[config.mk]
export PLATFORM = sky130hd
export DESIGN_NAME = wr_done_poller
export DESIGN_NICKNAME = d
export VERILOG_FILES = /design/src/rtl/poll_pkg.sv /design/src/rtl/poll_reader.sv /design/src/rtl/poll_judge.sv /design/src/rtl/poll_ctrl.sv /design/src/rtl/wr_done_poller.sv
export SDC_FILE = /design/constraint.sdc
export NUM_CORES = 1
export LEC_CHECK = 0
export BUFFER_PORTS_ARGS = -buffer_cell sky130_fd_sc_hd__buf_2
export CAP_MARGIN = 0
export CORE_ASPECT_RATIO = 0.6
export CORE_MARGIN = 4
export CORE_UTILIZATION = 61
export CTS_BUF_LIST = sky130_fd_sc_hd__clkbuf_4 sky130_fd_sc_hd__clkbuf_8
export DETAILED_ROUTE_END_ITERATION = 6
export PLACE_DENSITY = 0.91
export SLEW_MARGIN = 0
export SYNTH_ARGS = -nofsm -noshare
export SYNTH_HDL_FRONTEND = slang
export SYNTH_SLANG_ARGS = --single-unit
[constraint.sdc]
create_clock -name clk_i -period 4.13 [get_ports clk_i]
set_input_delay 0.413 -clock clk_i [delete_from_list [all_inputs] [get_ports clk_i]]
set_output_delay 0.413 -clock clk_i [all_outputs]
set_load 0.05 [all_outputs]
[src/rtl/poll_pkg.sv]
package poll_pkg;

  typedef enum logic [1:0] {
    V_BUSY    = 2'd0,
    V_DONE    = 2'd1,
    V_SUSPECT = 2'd2
  } verdict_e;

  typedef enum logic {
    MODE_INV = 1'b0,
    MODE_TOG = 1'b1
  } poll_mode_e;

  typedef enum logic [1:0] {
    S_IDLE   = 2'd0,
    S_STATUS = 2'd1,
    S_CONF1  = 2'd2,
    S_CONF2  = 2'd3
  } ctrl_state_e;

  typedef enum logic [1:0] {
    R_IDLE   = 2'd0,
    R_STROBE = 2'd1,
    R_GAP    = 2'd2
  } rd_state_e;

endpackage

[src/rtl/poll_reader.sv]
module poll_reader
  import poll_pkg::*;
#(
  parameter int DATA_W = 8,
  parameter int ACC_W  = 8
) (
  input  logic              clk_i,
  input  logic              rst_ni,
  input  logic              req_i,
  input  logic [ACC_W-1:0]  acc_i,
  input  logic [DATA_W-1:0] bus_i,
  output logic              strobe_n_o,
  output logic              valid_o,
  output logic [DATA_W-1:0] data_o,
  output logic              idle_o
);

  rd_state_e         state_q;
  logic [ACC_W-1:0]  cnt_q;
  logic [ACC_W-1:0]  acc_eff;
  logic              strobe_n_q;
  logic              valid_q;
  logic [DATA_W-1:0] data_q;

  assign acc_eff = (acc_i == '0) ? ACC_W'(1) : acc_i;

  always_ff @(posedge clk_i or negedge rst_ni) begin
    if (!rst_ni) begin
      state_q    <= R_IDLE;
      cnt_q      <= '0;
      strobe_n_q <= 1'b1;
      valid_q    <= 1'b0;
      data_q     <= '0;
    end else begin
      valid_q <= 1'b0;
      case (state_q)
        R_IDLE: begin
          if (req_i) begin
            state_q    <= R_STROBE;
            cnt_q      <= ACC_W'(1);
            strobe_n_q <= 1'b0;
          end
        end
        R_STROBE: begin
          if (cnt_q >= acc_eff) begin
            data_q     <= bus_i;
            valid_q    <= 1'b1;
            strobe_n_q <= 1'b1;
            state_q    <= R_GAP;
          end else begin
            cnt_q <= cnt_q + ACC_W'(1);
          end
        end
        R_GAP:   state_q <= R_IDLE;
        default: state_q <= R_IDLE;
      endcase
    end
  end

  assign strobe_n_o = strobe_n_q;
  assign valid_o    = valid_q;
  assign data_o     = data_q;
  assign idle_o     = (state_q == R_IDLE);

  // a result only follows a strobe that was active
  p_valid_after_strobe_r3: assert property (@(posedge clk_i) disable iff (!rst_ni)
    valid_q |-> $past(!strobe_n_q));

  // strobes always released for a cycle after sampling
  p_gap_after_read_r3: assert property (@(posedge clk_i) disable iff (!rst_ni)
    valid_q |-> strobe_n_q);

endmodule

[src/rtl/poll_judge.sv]
module poll_judge
  import poll_pkg::*;
#(
  parameter int DATA_W  = 8,
  parameter int INV_BIT = 7,
  parameter int TOG_BIT = 6
) (
  input  poll_mode_e        mode_i,
  input  logic              have_ref_i,
  input  logic              prev_tog_i,
  input  logic [DATA_W-1:0] data_i,
  input  logic [DATA_W-1:0] exp_i,
  output verdict_e          verdict_o
);

  logic status_ok;

  always_comb begin
    if (mode_i == MODE_TOG) status_ok = have_ref_i && (data_i[TOG_BIT] == prev_tog_i);
    else                    status_ok = (data_i[INV_BIT] == exp_i[INV_BIT]);
  end

  always_comb begin
    if (!status_ok)          verdict_o = V_BUSY;
    else if (data_i == exp_i) verdict_o = V_DONE;
    else                      verdict_o = V_SUSPECT;
  end

endmodule

[src/rtl/poll_ctrl.sv]
module poll_ctrl
  import poll_pkg::*;
#(
  parameter int DATA_W  = 8,
  parameter int ACC_W   = 8,
  parameter int CNT_W   = 16,
  parameter int INV_BIT = 7,
  parameter int TOG_BIT = 6
) (
  input  logic              clk_i,
  input  logic              rst_ni,
  input  logic              start_i,
  input  logic              mode_i,
  input  logic [DATA_W-1:0] exp_data_i,
  input  logic [ACC_W-1:0]  access_cycles_i,
  input  logic [CNT_W-1:0]  max_polls_i,
  input  logic              rd_valid_i,
  input  logic [DATA_W-1:0] rd_data_i,
  output logic              rd_req_o,
  output logic [ACC_W-1:0]  acc_o,
  output logic              busy_o,
  output logic              done_o,
  output logic              fail_o,
  output logic              timeout_o
);

  ctrl_state_e       state_q;
  poll_mode_e        mode_q;
  logic [DATA_W-1:0] exp_q;
  logic [ACC_W-1:0]  acc_q;
  logic [CNT_W-1:0]  max_q;
  logic [CNT_W-1:0]  cnt_q;
  logic [CNT_W-1:0]  cnt_nxt;
  logic [CNT_W-1:0]  max_eff;
  logic              have_ref_q;
  logic              prev_tog_q;
  logic              conf_ok_q;
  logic              req_q;
  logic              done_q;
  logic              fail_q;
  logic              to_q;
  logic              rd_match;
  verdict_e          verdict;

  poll_judge #(
    .DATA_W (DATA_W),
    .INV_BIT(INV_BIT),
    .TOG_BIT(TOG_BIT)
  ) u_judge (
    .mode_i    (mode_q),
    .have_ref_i(have_ref_q),
    .prev_tog_i(prev_tog_q),
    .data_i    (rd_data_i),
    .exp_i     (exp_q),
    .verdict_o (verdict)
  );

  assign cnt_nxt  = cnt_q + CNT_W'(1);
  assign max_eff  = (max_q == '0) ? CNT_W'(1) : max_q;
  assign rd_match = (rd_data_i == exp_q);

  always_ff @(posedge clk_i or negedge rst_ni) begin
    if (!rst_ni) begin
      state_q    <= S_IDLE;
      mode_q     <= MODE_INV;
      exp_q      <= '0;
      acc_q      <= '0;
      max_q      <= '0;
      cnt_q      <= '0;
      have_ref_q <= 1'b0;
      prev_tog_q <= 1'b0;
      conf_ok_q  <= 1'b0;
      req_q      <= 1'b0;
      done_q     <= 1'b0;
      fail_q     <= 1'b0;
      to_q       <= 1'b0;
    end else begin
      req_q  <= 1'b0;
      done_q <= 1'b0;
      fail_q <= 1'b0;
      to_q   <= 1'b0;
      case (state_q)
        S_IDLE: begin
          if (start_i) begin
            mode_q     <= poll_mode_e'(mode_i);
            exp_q      <= exp_data_i;
            acc_q      <= access_cycles_i;
            max_q      <= max_polls_i;
            cnt_q      <= '0;
            have_ref_q <= 1'b0;
            req_q      <= 1'b1;
            state_q    <= S_STATUS;
          end
        end
        S_STATUS: begin
          if (rd_valid_i) begin
            cnt_q      <= cnt_nxt;
            have_ref_q <= 1'b1;
            prev_tog_q <= rd_data_i[TOG_BIT];
            case (verdict)
              V_DONE: begin
                done_q  <= 1'b1;
                state_q <= S_IDLE;
              end
              V_SUSPECT: begin
                conf_ok_q <= 1'b1;
                req_q     <= 1'b1;
                state_q   <= S_CONF1;
              end
              default: begin
                if (cnt_nxt >= max_eff) begin
                  to_q    <= 1'b1;
                  state_q <= S_IDLE;
                end else begin
                  req_q <= 1'b1;
                end
              end
            endcase
          end
        end
        S_CONF1: begin
          if (rd_valid_i) begin
            conf_ok_q <= rd_match;
            req_q     <= 1'b1;
            state_q   <= S_CONF2;
          end
        end
        S_CONF2: begin
          if (rd_valid_i) begin
            if (conf_ok_q && rd_match) done_q <= 1'b1;
            else                       fail_q <= 1'b1;
            state_q <= S_IDLE;
          end
        end
        default: state_q <= S_IDLE;
      endcase
    end
  end

  assign rd_req_o  = req_q;
  assign acc_o     = acc_q;
  assign busy_o    = (state_q != S_IDLE);
  assign done_o    = done_q;
  assign fail_o    = fail_q;
  assign timeout_o = to_q;

  p_one_result_r9: assert property (@(posedge clk_i) disable iff (!rst_ni)
    $onehot0({done_q, fail_q, to_q}));

  p_result_single_r9: assert property (@(posedge clk_i) disable iff (!rst_ni)
    (done_q || fail_q || to_q) |=> !(done_q || fail_q || to_q));

  p_result_idle_r9: assert property (@(posedge clk_i) disable iff (!rst_ni)
    (done_q || fail_q || to_q) |-> (state_q == S_IDLE));

  p_fail_after_confirm_r7: assert property (@(posedge clk_i) disable iff (!rst_ni)
    fail_q |-> $past(state_q == S_CONF2));

  p_timeout_budget_r8: assert property (@(posedge clk_i) disable iff (!rst_ni)
    to_q |-> (cnt_q != '0) && (cnt_q >= max_q));

  p_start_ignored_r2: assert property (@(posedge clk_i) disable iff (!rst_ni)
    (state_q != S_IDLE) |=> $stable(exp_q) && $stable(mode_q) && $stable(max_q));

endmodule

[src/rtl/wr_done_poller.sv]
module wr_done_poller
  import poll_pkg::*;
#(
  parameter int DATA_W  = 8,
  parameter int ACC_W   = 8,
  parameter int CNT_W   = 16,
  parameter int INV_BIT = DATA_W - 1,
  parameter int TOG_BIT = DATA_W - 2
) (
  input  logic              clk_i,
  input  logic              rst_ni,
  input  logic              start_i,
  input  logic              mode_i,
  input  logic [DATA_W-1:0] exp_data_i,
  input  logic [ACC_W-1:0]  access_cycles_i,
  input  logic [CNT_W-1:0]  max_polls_i,
  input  logic [DATA_W-1:0] rd_data_i,
  output logic              ce_n_o,
  output logic              oe_n_o,
  output logic              busy_o,
  output logic              done_o,
  output logic              fail_o,
  output logic              timeout_o
);

  logic              rd_req;
  logic [ACC_W-1:0]  rd_acc;
  logic              rd_valid;
  logic [DATA_W-1:0] rd_data;
  logic              rd_idle;
  logic              strobe_n;

  poll_ctrl #(
    .DATA_W (DATA_W),
    .ACC_W  (ACC_W),
    .CNT_W  (CNT_W),
    .INV_BIT(INV_BIT),
    .TOG_BIT(TOG_BIT)
  ) u_ctrl (
    .clk_i          (clk_i),
    .rst_ni         (rst_ni),
    .start_i        (start_i),
    .mode_i         (mode_i),
    .exp_data_i     (exp_data_i),
    .access_cycles_i(access_cycles_i),
    .max_polls_i    (max_polls_i),
    .rd_valid_i     (rd_valid),
    .rd_data_i      (rd_data),
    .rd_req_o       (rd_req),
    .acc_o          (rd_acc),
    .busy_o         (busy_o),
    .done_o         (done_o),
    .fail_o         (fail_o),
    .timeout_o      (timeout_o)
  );

  poll_reader #(
    .DATA_W(DATA_W),
    .ACC_W (ACC_W)
  ) u_reader (
    .clk_i     (clk_i),
    .rst_ni    (rst_ni),
    .req_i     (rd_req),
    .acc_i     (rd_acc),
    .bus_i     (rd_data_i),
    .strobe_n_o(strobe_n),
    .valid_o   (rd_valid),
    .data_o    (rd_data),
    .idle_o    (rd_idle)
  );

  assign ce_n_o = strobe_n;
  assign oe_n_o = strobe_n;

  // controller never asks for a read the reader cannot take
  p_req_when_free_r3: assert property (@(posedge clk_i) disable iff (!rst_ni)
    rd_req |-> rd_idle);

  // memory left untouched whenever no run is active
  p_quiet_idle_r1: assert property (@(posedge clk_i) disable iff (!rst_ni)
    !busy_o |-> (ce_n_o && oe_n_o));

endmodule

==> flow_metrics.py <==
metrics = {
    "power": {
        "vdd_drop_max_uv": 376,
        "power.density_nw_per_um2": 674,
        "power_leakage_nw": 2.25,
    },
    "synth": {
        "async_reset_ff_share_pct": 100,
        "syn_inst": 413,
        "ys_types": 51,
        "postSynthAreaPerCell_um2": 10.0,
        "synth_fp_nets": 483,
        "ys_ff_latch": 78,
        "yosys_warnings": 0,
        "synth_seq_area_share_pct": 47.3,
        "synth_ff_type": "dfrtp_1",
        "synth_enable_flop_cells": 0,
        "synthesis.area_um2": 4130,
    },
    "final_layout": {
        "nets": 528,
        "drive_gt1_share_pct": 21.0,
        "fillers": 470,
        "layout_commonest_cell": "dfrtp_1",
        "area_growth_pct": 11.7,
        "diodes": 0,
        "layout_common_cells": "dfrtp_1, nand2_1, buf_2, o21ai_0, inv_1",
        "fin_cells": 547,
        "final_area_um2": 4610,
        "utilization_pct": 72.8,
    },
    "setup_path": {
        "critical_path.endpoint_type": "flop",
        "r2r_cells": 12,
        "cp_max_fo": 7,
        "crit_end": "u_ctrl.rd_req_o",
        "rr_startpoint": "u_ctrl.cnt_q[6]",
        "cp.arrival_ns": 3.36,
        "crit_path_start": "u_ctrl.cnt_q[6]",
        "r2r_end": "u_ctrl.rd_req_o",
        "crit_type": "reg2reg",
        "crit_path_start_kind": "flop",
        "worstPathRequired_ns": 4.39,
        "rrSetupSlack_ns": 1.03,
    },
    "floorplanning": {
        "start_util_pct": 65.2,
        "coreArea_um2": 6330,
        "dieArea_um2": 8190,
        "die_h_um": 71.7,
        "die_w_um": 114,
        "core.rowCount": 22,
        "io_pins": 50,
    },
    "route": {
        "vias_per_cell": 5.90,
        "drtIter0Drc": 278,
        "num_vias": 3226,
        "drtAntennaViolNets": 0,
        "route.detailed.drc": 0,
        "routed_wirelength_mm": 9.17,
        "drt_first_pass_iters": 4,
        "wire_per_inst_um": 16.8,
    },
    "sta": {
        "setup_viol": 0,
        "drv_slew": 0,
        "max_freq_ghz": 0.323,
        "tns_ns": 0,
        "fin_crit_ns": 3.10,
        "finalHoldViolations": 0,
        "relSlewSlack_pct": 35.1,
        "tightestPinTransition_ns": 0.974,
        "timing.hold.ws_ns": 0.197,
        "fin_crit_sh_pct": 75.1,
        "finClkSkew_ns": 0.00980,
        "rsz0062_at_grt": "false",
    },
    "placed_design": {
        "dpl-instance-area_um2": 4410,
        "place_hpwl_mm": 6.66,
        "finalWeightedCongestion": 0.928,
        "dp_cells": 531,
        "port_buffers": 49,
    },
    "clock_tree": {
        "h-tree-depth": 3,
        "cts_setup_buffers": 0,
        "ctsResizeCount": 0,
        "clk_pin_slew_ns": 0.08,
        "hold_buffers": 0,
        "root_buffer": "clkbuf_8",
        "insertion_delay_ns": 0.37,
        "cts_buffer_depth": 2,
        "clkSinkCount": 78,
        "cts_buffers": 9,
        "cts_tree": "done",
    },
    "global_routing": {
        "grt_pass1_vias": 3246,
        "antenna_found_initial": 0,
        "grtUsageTotal_pct": 24.3,
        "grt_pass1_wl_mm": 15.5,
        "grt_max_degree": 79,
        "grt-ovfl-total": 0,
    },
    "status": {
        "status": "finished, final reports clean",
    },
    "run": {
        "maxCapViolations": 0,
    },
    "min_path": {
        "hp-class": "in2async",
    },
}
==> synthesized netlist by cell type, drive strengths merged (2+ instances only) <==
library cell	number	share of area [%]
a41o	2	0.48
nand3	11	1.3
or2	2	0.30
nand2	50	4.5
xnor2	17	3.6
a211oi	2	0.36
clkbuf	7	0.67
o31ai	10	1.8
a21o	9	1.6
nand4	4	0.97
nor2	15	1.4
nor3	3	0.36
inv	31	2.8
dfrtp	77	47
nor4	6	0.91
or3	6	1.1
a31oi	4	0.61
and3	6	1.2
nand2b	6	0.91
o21ai	46	5.6
xor2	6	1.3
a21oi	16	1.9
a22o	6	1.3
ha	26	7.9
and2	5	0.79
buf	9	1.5
mux2	19	5.2
==> how the worst min path moves through the flow <==
stage               slack (ns)                          to  cells past startpoint              from
floorplan                 0.12  asynchronous set/reset pin                      0            rst_ni
global placement          0.45               u_ctrl.fail_o                      1  u_ctrl.conf_ok_q
detailed placement        0.47               u_ctrl.fail_o                      1  u_ctrl.conf_ok_q
CTS                       0.22            u_ctrl.cnt_q[13]                      1            rst_ni
global route              0.24             u_ctrl.max_q[2]                      3    max_polls_i[2]
finish                    0.20            u_ctrl.cnt_q[13]                      1            rst_ni
==> registers in the layout, summed over array words and instances, names as in the netlist, 2 cells and up, named ones only <==
name,flops
u_reader.cnt_q,8
u_reader.state_q,2
u_reader.data_o,8
u_ctrl.cnt_q,16
u_ctrl.acc_o,8
u_ctrl.max_q,16
u_ctrl.exp_q,8
==> worst max-delay path, cell delays in order (launching register included) <==
cell and delay (ns):
dfrtp_1 0.46, and3_4 0.24, nand4_4 0.14, nor2_1 0.25, nand2_1 0.13, xnor2_1 0.14
ha_1 0.32, nand2_1 0.06, o21ai_0 0.25, a41oi_1 0.09, o31ai_1 0.55, o21ai_0 0.15
a21o_1 0.20
==> report_power, final <==
group,total (mW),leakage (nW),switching [mW],internal [mW]
registers,1.34,0.989,0.267,1.07
logic,1.18,1.16,0.675,0.508
clock network,0.587,0.0990,0.285,0.302
total,3.11,2.25,1.23,1.88
==> metrics by stage <==
step	worst slack, ns	total power [mW]
3_3_place_gp	1.31	2.41
5_1_grt	0.802	3.38
3_5_place_dp	1.15	2.50
2_1_floorplan	1.59	2.19
4_1_cts	1.11	3.12
6_report	1.03	3.11
==> metal layers <==
metal | GRT usage, % | wire length [um]
met5 | 0 | 0
met4 | 7.38 | 105
met3 | 9.11 | 742
met2 | 37.8 | 4090
met1 | 32.0 | 4230
==> cell type report <==
class	count	area [um^2]	share of cell area [%]
Clock buffer	11	145	3.15
Clock inverter	5	58.8	1.28
Inverter	31	116	2.52
Multi-Input combinational cell	288	1980	42.9
Sequential cell	78	1950	42.4
Tap cell	84	105	2.28
Timing Repair Buffer	50	255	5.54
==> kinds of logic after synthesis <==
logic type / share of synthesized area [%]
simple gates: 14.3
compound gates: 15.2
flops: 47.3
buf+inv: 5.00
fa+ha+maj: 7.88
xor+xnor: 4.88
mux: 5.42
(Power assumes the default switching activity.)
